## config.mk

```make
export PLATFORM = sky130hd
export DESIGN_NAME = intv_timer
export DESIGN_NICKNAME = d
export VERILOG_FILES = /design/src/rtl/intv_pkg.sv /design/src/rtl/intv_edge_sync.sv /design/src/rtl/intv_prescale.sv /design/src/rtl/intv_counter.sv /design/src/rtl/intv_timer.sv
export SDC_FILE = /design/constraint.sdc
export NUM_CORES = 1
export LEC_CHECK = 0
export BUFFER_PORTS_ARGS = -buffer_cell sky130_fd_sc_hd__buf_2
export CORE_MARGIN = 1.5
export CORE_UTILIZATION = 36
export CTS_CLUSTER_SIZE = 16
export DETAILED_ROUTE_END_ITERATION = 16
export GPL_TIMING_DRIVEN = 1
export PLACE_DENSITY = 0.52
export SLEW_MARGIN = 5
export SYNTH_ARGS = -nofsm -noshare
export SYNTH_HDL_FRONTEND = slang
export SYNTH_SLANG_ARGS = --single-unit
```

## constraint.sdc

```tcl
create_clock -name clk -period 2.7 [get_ports clk]
set_input_delay 0.54 -clock clk [delete_from_list [all_inputs] [get_ports clk]]
set_output_delay 0.54 -clock clk [all_outputs]
set_load 0.01 [all_outputs]
```

## src/rtl/intv_pkg.sv

```systemverilog
package intv_pkg;
  localparam int TMR_W = 16;
  localparam int PS_W  = 8;

  localparam int CB_ON   = 15;
  localparam int CB_GATE = 7;
  localparam int CB_PSHI = 5;
  localparam int CB_PSLO = 4;
  localparam int CB_SYNC = 2;
  localparam int CB_SRC  = 1;

  localparam logic [TMR_W-1:0] CTRL_MASK = 16'h80B6;

  typedef enum logic [1:0] {
    ADR_CTRL   = 2'd0,
    ADR_COUNT  = 2'd1,
    ADR_PERIOD = 2'd2,
    ADR_FLAG   = 2'd3
  } reg_adr_e;

  // terminal value of the prescaler for each divide selection
  function automatic logic [PS_W-1:0] ps_limit(input logic [1:0] sel);
    case (sel)
      2'd0:    ps_limit = 8'd0;
      2'd1:    ps_limit = 8'd7;
      2'd2:    ps_limit = 8'd63;
      default: ps_limit = 8'd255;
    endcase
  endfunction
endpackage

```

## src/rtl/intv_edge_sync.sv

```systemverilog
module intv_edge_sync #(
  parameter int STAGES = 2
) (
  input  logic clk,
  input  logic rst_n,
  input  logic pin,
  output logic lvl_sync,
  output logic rise_sync,
  output logic fall_sync,
  output logic rise_fast
);
  localparam int LAST = STAGES;

  logic [LAST:0] sh_q;
  logic [LAST:0] sh_d;

  always_comb begin
    sh_d = {sh_q[LAST-1:0], pin};
  end

  always_ff @(posedge clk or negedge rst_n) begin
    if (!rst_n) sh_q <= '0;
    else        sh_q <= sh_d;
  end

  assign lvl_sync  = sh_q[LAST-1];
  assign rise_sync = sh_q[LAST-1] & ~sh_q[LAST];
  assign fall_sync = ~sh_q[LAST-1] & sh_q[LAST];

  generate
    if (STAGES >= 2) begin : g_fast
      assign rise_fast = sh_q[0] & ~sh_q[1];
    end else begin : g_same
      assign rise_fast = rise_sync;
    end
  endgenerate

  // the synchronised rise always follows a fast-path rise
  a_r9_sync_lag: assert property (@(posedge clk) disable iff (!rst_n)
    rise_sync |-> $past(rise_fast));
endmodule

```

## src/rtl/intv_prescale.sv

```systemverilog
module intv_prescale
  import intv_pkg::*;
(
  input  logic       clk,
  input  logic       rst_n,
  input  logic       clr,
  input  logic       cin,
  input  logic [1:0] sel,
  output logic       tick
);
  logic [PS_W-1:0] pc_q;
  logic [PS_W-1:0] pc_d;
  logic            at_lim;

  always_comb begin
    at_lim = (pc_q == ps_limit(sel));
    tick   = cin & at_lim;
    pc_d   = pc_q;
    if (clr)       pc_d = '0;
    else if (tick) pc_d = '0;
    else if (cin)  pc_d = pc_q + 1'b1;
  end

  always_ff @(posedge clk or negedge rst_n) begin
    if (!rst_n) pc_q <= '0;
    else        pc_q <= pc_d;
  end

  // any divide above 1 never yields back-to-back ticks
  a_r3_spacing: assert property (@(posedge clk) disable iff (!rst_n)
    (tick && sel != 2'd0 && !clr) |=> !tick);
endmodule

```

## src/rtl/intv_counter.sv

```systemverilog
module intv_counter #(
  parameter int W = 16
) (
  input  logic         clk,
  input  logic         rst_n,
  input  logic         tick,
  input  logic         ld,
  input  logic [W-1:0] ld_val,
  input  logic [W-1:0] per,
  input  logic         ev_extra,
  input  logic         flag_clr,
  output logic [W-1:0] cnt,
  output logic         flag
);
  logic [W-1:0] cnt_q, cnt_d;
  logic         flag_q, flag_d;
  logic         match;

  always_comb begin
    match  = (cnt_q == per);
    cnt_d  = cnt_q;
    if (ld)        cnt_d = ld_val;
    else if (tick) cnt_d = match ? '0 : cnt_q + 1'b1;
    flag_d = flag_q;
    if ((tick && match) || ev_extra) flag_d = 1'b1;
    else if (flag_clr)               flag_d = 1'b0;
  end

  always_ff @(posedge clk or negedge rst_n) begin
    if (!rst_n) begin
      cnt_q  <= '0;
      flag_q <= 1'b0;
    end else begin
      cnt_q  <= cnt_d;
      flag_q <= flag_d;
    end
  end

  assign cnt  = cnt_q;
  assign flag = flag_q;

  // a tick at the period restarts the count and raises the flag
  a_r4_wrap: assert property (@(posedge clk) disable iff (!rst_n)
    (tick && !ld && cnt == per) |=> (cnt == '0 && flag));
  // flag is sticky without a clear
  a_r6_sticky: assert property (@(posedge clk) disable iff (!rst_n)
    (flag && !flag_clr) |=> flag);
  // without a load the count only holds, steps by one or restarts
  a_r4_step: assert property (@(posedge clk) disable iff (!rst_n)
    !ld |=> (cnt == $past(cnt) || cnt == $past(cnt) + 1'b1 || cnt == '0));
endmodule

```

## src/rtl/intv_timer.sv

```systemverilog
module intv_timer
  import intv_pkg::*;
#(
  parameter int SYNC_STAGES = 2
) (
  input  logic        clk,
  input  logic        rst_n,
  input  logic [1:0]  reg_addr,
  input  logic        reg_wr,
  input  logic [15:0] reg_wdata,
  output logic [15:0] reg_rdata,
  input  logic        ext_in,
  output logic        evt_flag
);
  logic [TMR_W-1:0] ctrl_q, ctrl_d;
  logic [TMR_W-1:0] per_q, per_d;
  logic [TMR_W-1:0] cnt;
  logic             wr_ctrl, wr_cnt, wr_per, wr_flag;
  logic             on, src_ext, sync_on, gate_on, gated;
  logic             lvl_s, rise_s, fall_s, rise_f;
  logic             cin, tick, gate_end;

  always_comb begin
    wr_ctrl = reg_wr && (reg_addr == ADR_CTRL);
    wr_cnt  = reg_wr && (reg_addr == ADR_COUNT);
    wr_per  = reg_wr && (reg_addr == ADR_PERIOD);
    wr_flag = reg_wr && (reg_addr == ADR_FLAG);
    ctrl_d  = wr_ctrl ? (reg_wdata & CTRL_MASK) : ctrl_q;
    per_d   = wr_per ? reg_wdata : per_q;
  end

  always_ff @(posedge clk or negedge rst_n) begin
    if (!rst_n) begin
      ctrl_q <= '0;
      per_q  <= '0;
    end else begin
      ctrl_q <= ctrl_d;
      per_q  <= per_d;
    end
  end

  assign on      = ctrl_q[CB_ON];
  assign src_ext = ctrl_q[CB_SRC];
  assign sync_on = ctrl_q[CB_SYNC];
  assign gate_on = ctrl_q[CB_GATE];
  assign gated   = on && !src_ext && gate_on;

  intv_edge_sync #(.STAGES(SYNC_STAGES)) u_sync (
    .clk(clk), .rst_n(rst_n), .pin(ext_in),
    .lvl_sync(lvl_s), .rise_sync(rise_s), .fall_sync(fall_s), .rise_fast(rise_f)
  );

  always_comb begin
    if (!on)          cin = 1'b0;
    else if (src_ext) cin = sync_on ? rise_s : rise_f;
    else if (gate_on) cin = lvl_s;
    else              cin = 1'b1;
    gate_end = gated && fall_s;
  end

  intv_prescale u_ps (
    .clk(clk), .rst_n(rst_n), .clr(wr_ctrl || wr_cnt), .cin(cin),
    .sel(ctrl_q[CB_PSHI:CB_PSLO]), .tick(tick)
  );

  intv_counter #(.W(TMR_W)) u_cnt (
    .clk(clk), .rst_n(rst_n), .tick(tick), .ld(wr_cnt), .ld_val(reg_wdata),
    .per(per_q), .ev_extra(gate_end), .flag_clr(wr_flag),
    .cnt(cnt), .flag(evt_flag)
  );

  always_comb begin
    case (reg_addr)
      ADR_CTRL:   reg_rdata = ctrl_q;
      ADR_COUNT:  reg_rdata = cnt;
      ADR_PERIOD: reg_rdata = per_q;
      default:    reg_rdata = {{(TMR_W-1){1'b0}}, evt_flag};
    endcase
  end

  // a disabled timer keeps its count unless software loads it
  a_r2_hold: assert property (@(posedge clk) disable iff (!rst_n)
    (!on && !wr_cnt) |=> $stable(cnt));
  // gate falling edge in gated mode raises the flag
  a_r8_gate_end: assert property (@(posedge clk) disable iff (!rst_n)
    (gated && fall_s) |=> evt_flag);
  // unstored control bits always read zero
  a_r13_ctrl_mask: assert property (@(posedge clk) disable iff (!rst_n)
    (ctrl_q & ~CTRL_MASK) == '0);
endmodule

```

# After elaboration in Yosys (flattened, before gate mapping)

Index checks and enable logic that the tools add are counted.

Bits in registers: 50
Bits of input ports: 22
Logic and storage cells: 51

Add/subtract/negate cells: 2
Equality and inequality tests: 7
Multiplexer cells: 14
Bitwise logic cells: 6
Reduce and logical (&&, ||, !) cells: 16

Operator list:

| cell                  | number |
|---|---|
| $mux 16               | 3 |
| $pmux 16 s3           | 1 |
| $mux 8                | 3 |
| $pmux 8 s3            | 1 |
| $add 16x1->16 const B | 1 |
| $eq 16x16->1          | 1 |
| $add 8x1->8 const B   | 1 |
| $eq 8x8->1            | 1 |
| $logic_and 1x1->1     | 8 |
| $eq 2x2->1 const B    | 3 |
| $mux 1                | 6 |
| $and 1x1->1           | 4 |
| $eq 2x1->1 const B    | 2 |
| $logic_not 2->1       | 2 |
| $reduce_bool 2->1     | 2 |
| $reduce_bool 3->1     | 1 |
| $logic_or 1x1->1      | 2 |
| $not 1->1             | 2 |
| $logic_not 1->1       | 1 |

# Depth between registers and ports, before layout

Gate-level depths: netlist of run 1.

Depth after elaboration: 9
Gate-level depth with buffers: 8

# Hierarchy

Synthesis of run 1 repeated with hierarchy kept, for this count alone.

Cell total of the unflattened synthesis: 286
Area total of the unflattened synthesis: 3015.4 um^2

Modules (own cells, without submodules):

| module         | instances | cells an instance | area an instance (um^2) | seq. area each (um^2) |
|---|---|---|---|---|
| intv_counter   | 1         | 146               | 1265.0                  | 425.4 |
| intv_timer     | 1         | 84                | 1148.6                  | 550.5 |
| intv_prescale  | 1         | 50                | 505.5                   | 200.2 |
| intv_edge_sync | 1         | 6                 | 96.3                    | 75.1 |

# Worst setup path before layout of run 1

OpenSTA, ideal clock, no wires.

Path type: input -> output
Start: input port reg_addr[1]
End: output port reg_rdata[11]
Data arrival time: 1.599 ns
Slack: 0.561 ns
Stages: 4
Path buffers: 2
Cells stage by stage: clkbuf_1 > nor2b_1 > clkbuf_1 > a22o_1

Longest elaborated chain between the ends: 2
Elaborated cells between the ends (all ways): 4
Those cells by class: eq/ne (2); mux (1); reduce/logical (1)

Ends and longest elaborated chain:

| what                               | RTL line         | text |
|---|---|---|
| from (decl)                        | intv_timer.sv:8  | `input logic [1:0] reg_addr,` |
| $eq 2x2->1 (tied with other cells) | intv_timer.sv:73 | `case (reg_addr)` |
| $pmux 16 s3 *                      | intv_timer.sv:73 |  |
| to (decl)                          | intv_timer.sv:11 | `output logic [15:0] reg_rdata,` |

Every way passes the cells marked *; elsewhere a longest branch is shown, timed or not.

# Worst setup path after layout of run 1

Start: register ctrl_q[2]
End: register u_cnt.cnt_q[15], in the netlist u_cnt.cnt[15]

Longest elaborated chain between the ends: 5

Ends and longest elaborated chain:

| what                        | RTL line            | text |
|---|---|---|
| from (decl)                 | intv_timer.sv:15    | `logic [TMR_W-1:0] ctrl_q, ctrl_d;` |
| from (signal assigned)      | intv_timer.sv:37    | `ctrl_q <= ctrl_d;` |
| $mux 1 (2 in series)        | intv_timer.sv:55    | `else if (src_ext) cin = sync_on ? rise_s : rise_f;` |
| $mux 1                      | intv_timer.sv:54    | `if (!on) cin = 1'b0;` |
| $and 1x1->1                 | intv_prescale.sv:17 | `tick = cin & at_lim;` |
| $reduce_bool 2->1 (no line) | n/a                 |  |
| to (signal assigned)        | intv_counter.sv:34  | `cnt_q <= cnt_d;` |
| to (decl)                   | intv_counter.sv:15  | `logic [W-1:0] cnt_q, cnt_d;` |

Every way passes these cells.
A chain may end at the register's enable or synchronous reset.

==> impl_metrics.py, run 1 <==
metrics = {
    "finish": {
        "n_fill_cell": 814,
        "antenna_cells": 0,
        "nets": 361,
        "layout_common_cells": "50 x dfrtp_1, 38 x buf_2, 33 x nor2_1, 22 x nand2_1, 22 x mux2_2",
        "postLayoutCoreUtil_pct": 42.6,
        "layout_commonest_cell": "dfrtp_1",
        "area_growth_pct": 14.5,
        "multi_input_comb_area_um2": 1570,
        "seq_area_um2": 1250,
        "drive_above_1_share_pct": 25.2,
    },
    "grt": {
        "grt_overflow": 0,
        "grt_use_met2_pct": 28.9,
        "antenna_found_initial": 0,
        "grt_pass1_vias": 2406,
        "grtUsageMet1_pct": 26.2,
        "grt_max_degree": 30,
        "grt_pass1_wl_um": 12300,
        "busiest_layer": "met2",
        "grt_use_met3_pct": 2.79,
        "grtUsageTotal_pct": 18.3,
    },
    "power": {
        "ir_worst_vdd_mv": 0.287,
        "fin_total_pwr_mw": 2.09,
        "power_density_nw_per_um2": 631,
        "p_leak_nw": 1.39,
    },
    "floorplan": {
        "start_util_pct": 37.2,
        "dieArea_um2": 8580,
        "die_x_um": 92.6,
        "fp.dieH_um": 92.6,
        "row_count": 32,
        "fp.coreArea_um2": 7770,
        "ioPinCount": 39,
    },
    "min_path": {
        "hold_path_class": "input port to asynchronous set/reset pin",
    },
    "sta": {
        "fin_skew_ps": 4.55,
        "slew_headroom_pct": 59.7,
        "tightestPinTransition_ps": 602,
        "fmax_mhz": 407,
        "min_period_ps": 2460,
        "drv_slew": 0,
        "finalCritPeriodShare_pct": 91.0,
        "hold_violations": 0,
        "rsz0062_at_grt": "no",
        "setup-violations-final": 0,
        "timing.setup.tns_ps": 0,
    },
    "setup_path": {
        "crit_slowest_cell": "a311oi_4",
        "cp_top_family": "simple AND/OR/NAND/NOR gates",
        "cp_slowest_stage_delay_ps": 450,
        "path_class": "register to register",
        "critical_path_arrival_ps": 2660,
        "crit_fanout": 16,
        "setup.worst_path.start_class": "register",
        "crit_required_ps": 2910,
        "critPathBufInv": 0,
        "cp-end-kind": "register",
        "crit_chain": "or3b_4, a311oi_4, nand3_4, nor2_2, nand2_2, o311ai_1",
    },
    "synthesis": {
        "avgSynthCellArea_um2": 9.74,
        "seq_area_frac_synth_pct": 43.3,
        "synth_area_leader_cell": "dfrtp_1",
        "synth_edf_count": 0,
        "ys_async_sr_fraction_pct": 100,
        "synth_flop_cell": "dfrtp_1",
        "syn_area_um2": 2890,
        "ys_types": 46,
        "yosys.area.top_type_share_pct": 43.3,
        "netlist_instances": 297,
        "ys_ff_latch": 50,
        "syn_nets": 321,
        "ys_warn_count": 0,
        "synthTopCellsByArea": "dfrtp_1 43%, mux2_2 8.6%, xnor2_1 5.8%, nor2_1 4.3%, o21ai_0 3.5%",
    },
    "clock_tree": {
        "clock_latency_ps": 300,
        "root_buffer": "clkbuf_8",
        "cts_made_buffers": 5,
        "clkSinkCount": 50,
        "post_cts_resized": 0,
        "post_cts_buffers": 0,
        "cts_tree": "done",
        "hold_buffers": 0,
        "cts.clk_slew.worst_paths_ps": 90,
        "clockBufferDepth": 2,
        "htree_levels": 2,
    },
    "placed_design": {
        "place_congestion": 0.822,
        "port_buffers": 38,
        "dp_hpwl_um": 5460,
    },
    "job": {
        "max_cap_viol_count": 0,
    },
    "drt": {
        "vias": 2352,
        "remaining_drc_errors": 0,
        "drtPass1Iterations": 4,
        "wire_per_inst_um": 16.9,
        "drt_iter0_markers": 156,
        "antenna_left": 0,
        "viasPerCell": 5.36,
        "routed_wl_um": 7440,
    },
    "run_status": {
        "status": "finished clean",
    },
}
## layout make-up
class / instances / share of cell area (%)
tap: 102 / 3.85
timing repair buffer: 49 / 8.24
clock buffer: 5 / 2.08
sequential: 50 / 37.8
inverter: 2 / 0.227
clock inverter: 2 / 0.302
multi-input combinational: 229 / 47.5
## cell families after synthesis
family                   Yosys count  share of synthesized area, %
AND/OR/NAND/NOR                  112                          20.8
AO/OA/AOI/OAI                     65                          15.4
flip-flops                        50                          43.3
multiplexers                      28                          10.6
XOR/XNOR                          22                          6.66
buffers and inverters             18                          2.34
adder cells (fa/ha/maj)            2                         0.865
## cells in the mapped netlist (all sizes together) (2+ instances only)
master	number
and3	6
nor4	2
nand3b	6
inv	2
a31oi	11
dfrtp	50
nor2	34
mux2	22
o211ai	2
a21oi	10
o311ai	2
nand2	23
ha	2
a22o	10
clkbuf	14
xor2	3
nand3	8
a41oi	2
o21ai	20
and2	3
buf	2
nand4	10
nor3	2
mux2i	6
nor3b	2
nand4bb	2
or4	2
nor2b	7
xnor2	19
## routing by layer
| layer | vias up | part of all wire, % |
|---|---|---|
| met5 | - | 0 |
| met4 | 0 | 1.4 |
| met3 | 10 | 3.3 |
| met2 | 46 | 45 |
| met1 | 1135 | 50 |
| li1 | 1161 | - |
## metrics by stage
step	cells	area, um2	worst slack, ps	hold WS [ps]
floorplan	297	2890	561	244
global placement	432	3230	305	359
detailed placement	432	3230	234	360
CTS	439	3310	214	215
global route	439	3310	89.2	227
finish	439	3310	242	212
## sequential cells by signal, summed over array words and instances (netlist names)
signal / count
per_q: 16
u_cnt.cnt: 16
u_ps.pc_q: 8
ctrl_q: 6
u_sync.sh_q: 3
u_cnt.flag: 1
## final timing paths
kind	to	from	cells past startpoint	slack [ps]
worst max-delay path	u_cnt.cnt[15]	ctrl_q[2]	6	240
worst min register to register	u_sync.sh_q[1]	u_sync.sh_q[0]	0	380
min in group clk	u_sync.sh_q[0]	ext_in	1	330
worst max register to register	u_cnt.cnt[15]	ctrl_q[2]	6	240
worst min-delay path	per_q[12]	rst_n	2	210
max in group asynchronous	u_ps.pc_q[4]	rst_n	2	2170
## worst register-to-register path: cells and delay by family, from the launching register on
kind / cells / cell delay [ps]
AO/OA/AOI/OAI: 2 / 740
AND/OR/NAND/NOR: 4 / 1220
flip-flops: 1 / 410
## power breakdown
group / internal [mW] / switching [mW] / total, mW
registers: 0.874 / 0.174 / 1.05
logic: 0.303 / 0.307 / 0.610
clock network: 0.175 / 0.255 / 0.430
(Power assumes the default switching activity.)
==> inputs of run 2 (changes only) <==
- CTS_BUF_LIST: unset -> sky130_fd_sc_hd__clkbuf_16
- clock period: 2.7 -> 2.65 ns (I/O delays scaled with it)
==> impl_metrics.py, run 2 (synthesized netlist as in run 1, its figures left out) <==
metrics = {
    "sta": {
        "fin_skew_ps": 3.78,
        "drv_slew": 0,
        "worst_hold_slack_ps": 178,
        "timing.final.ws_setup_ps": 148,
        "hold_violations": 0,
        "min_period_ps": 2500,
        "setup-violations-final": 0,
        "finalCritPeriodShare_pct": 94.4,
        "timing.setup.tns_ps": 0,
        "slew_headroom_pct": 58.6,
        "rsz0062_at_grt": "no",
        "fmax_mhz": 400,
        "tightestPinTransition_ps": 618,
    },
    "setup_path": {
        "crit_start": "ctrl_q[2]",
        "rr_endpoint": "u_cnt.cnt[15]",
        "path_class": "register to register",
        "setup.worst_path.start_class": "register",
        "r2r_setup_slack_ps": 150,
        "critical_path_arrival_ps": 2680,
        "reg2reg_depth": 6,
        "r2r_start": "ctrl_q[2]",
        "crit_required_ps": 2830,
        "cp-end-kind": "register",
        "crit_fanout": 17,
    },
    "finish": {
        "multi_input_comb_area_um2": 1570,
        "layout_commonest_cell": "dfrtp_1",
        "area_growth_pct": 17.3,
        "layout_common_cells": "50 x dfrtp_1, 38 x buf_2, 33 x nor2_1, 22 x nand2_1, 22 x mux2_2",
        "instances_no_fill": 439,
        "drive_above_1_share_pct": 24.9,
        "n_fill_cell": 821,
        "nets": 361,
        "antenna_cells": 0,
        "seq_area_um2": 1250,
    },
    "placed_design": {
        "dp_hpwl_um": 5420,
        "post-place-ws_ps": 137,
        "port_buffers": 38,
        "place_inst": 432,
        "place_congestion": 0.793,
    },
    "grt": {
        "grt_overflow": 0,
        "antenna_found_initial": 0,
        "grt_max_degree": 21,
        "grtUsageTotal_pct": 18.5,
        "grt_pass1_wl_um": 12400,
        "grt_pass1_vias": 2371,
    },
    "floorplan": {
        "row_count": 32,
        "ioPinCount": 39,
        "dieArea_um2": 8580,
        "fp.coreArea_um2": 7770,
        "die_x_um": 92.6,
        "start_util_pct": 37.2,
        "fp.dieH_um": 92.6,
    },
    "clock_tree": {
        "cts_tree": "done",
        "clock_latency_ps": 290,
        "cts_made_buffers": 5,
        "post_cts_resized": 0,
        "hold_buffers": 0,
        "post_cts_buffers": 0,
        "root_buffer": "clkbuf_16",
        "htree_levels": 2,
        "cts.clk_slew.worst_paths_ps": 70,
        "clockBufferDepth": 2,
        "clkSinkCount": 50,
    },
    "drt": {
        "viasPerCell": 5.39,
        "drtPass1Iterations": 4,
        "drt_iter0_markers": 90,
        "routed_wl_um": 7370,
        "wire_per_inst_um": 16.8,
        "vias": 2366,
        "remaining_drc_errors": 0,
        "antenna_left": 0,
    },
    "power": {
        "p_leak_nw": 1.42,
        "power_density_nw_per_um2": 707,
        "ir_worst_vdd_mv": 0.400,
    },
    "job": {
        "max_cap_viol_count": 0,
    },
    "min_path": {
        "hold_path_class": "input port to asynchronous set/reset pin",
    },
    "run_status": {
        "status": "finished clean",
    },
}
==> run 2: worst max path at each step <==
stage | to | slack (ps)
after CTS | u_cnt.cnt[15] | 120
final | u_cnt.cnt[15] | 150
after floorplan | reg_rdata[11] | 530
after global routing | u_cnt.cnt[15] | 20
after global placement | u_cnt.cnt[15] | 250
after detailed placement | u_cnt.cnt[15] | 140
==> run 2: worst max-delay path, stage by stage, from the launching register on <==
cell      delay [ps]
dfrtp_1          400
or3b_4           420
a311oi_4         450
nand3_4          250
nor2_2           470
nand2_2           90
o311ai_1         300
==> run 2: per-stage QoR <==
| stage | total power, mW | util [%] | area, um2 |
|---|---|---|---|
| 4_1_cts | 2.43 | 43.7 | 3390 |
| 2_1_floorplan | 1.48 | - | 2890 |
| 6_report | 2.40 | 43.7 | 3390 |
| 3_5_place_dp | 1.70 | 41.6 | 3230 |
| 3_3_place_gp | 1.70 | 41.6 | 3230 |
| 5_1_grt | 2.54 | 43.7 | 3390 |
==> run 2: routing by layer <==
metal / up-vias / global-route usage, % / part of all wire (%)
met5: - / 0 / 0
met4: 0 / 3.41 / 0.60
met3: 4 / 3.45 / 3.4
met2: 35 / 29.2 / 45
met1: 1165 / 26.8 / 51
li1: 1162 / - / -
==> run 2: area by class of cell <==
cell class / count / area share, %
Clock buffer: 5 / 3.69
Clock inverter: 2 / 0.996
Inverter: 2 / 0.221
Multi-Input combinational cell: 229 / 46.4
Sequential cell: 50 / 36.9
Tap cell: 102 / 3.76
Timing Repair Buffer: 49 / 8.04
==> run 2: where the power goes <==
group          switching [mW]  leakage, nW  internal [mW]  total, mW
clock                   0.277       0.0773          0.437      0.714
sequential              0.175        0.591          0.892       1.07
combinational           0.308        0.755          0.309      0.617
total                   0.761         1.42           1.64       2.40
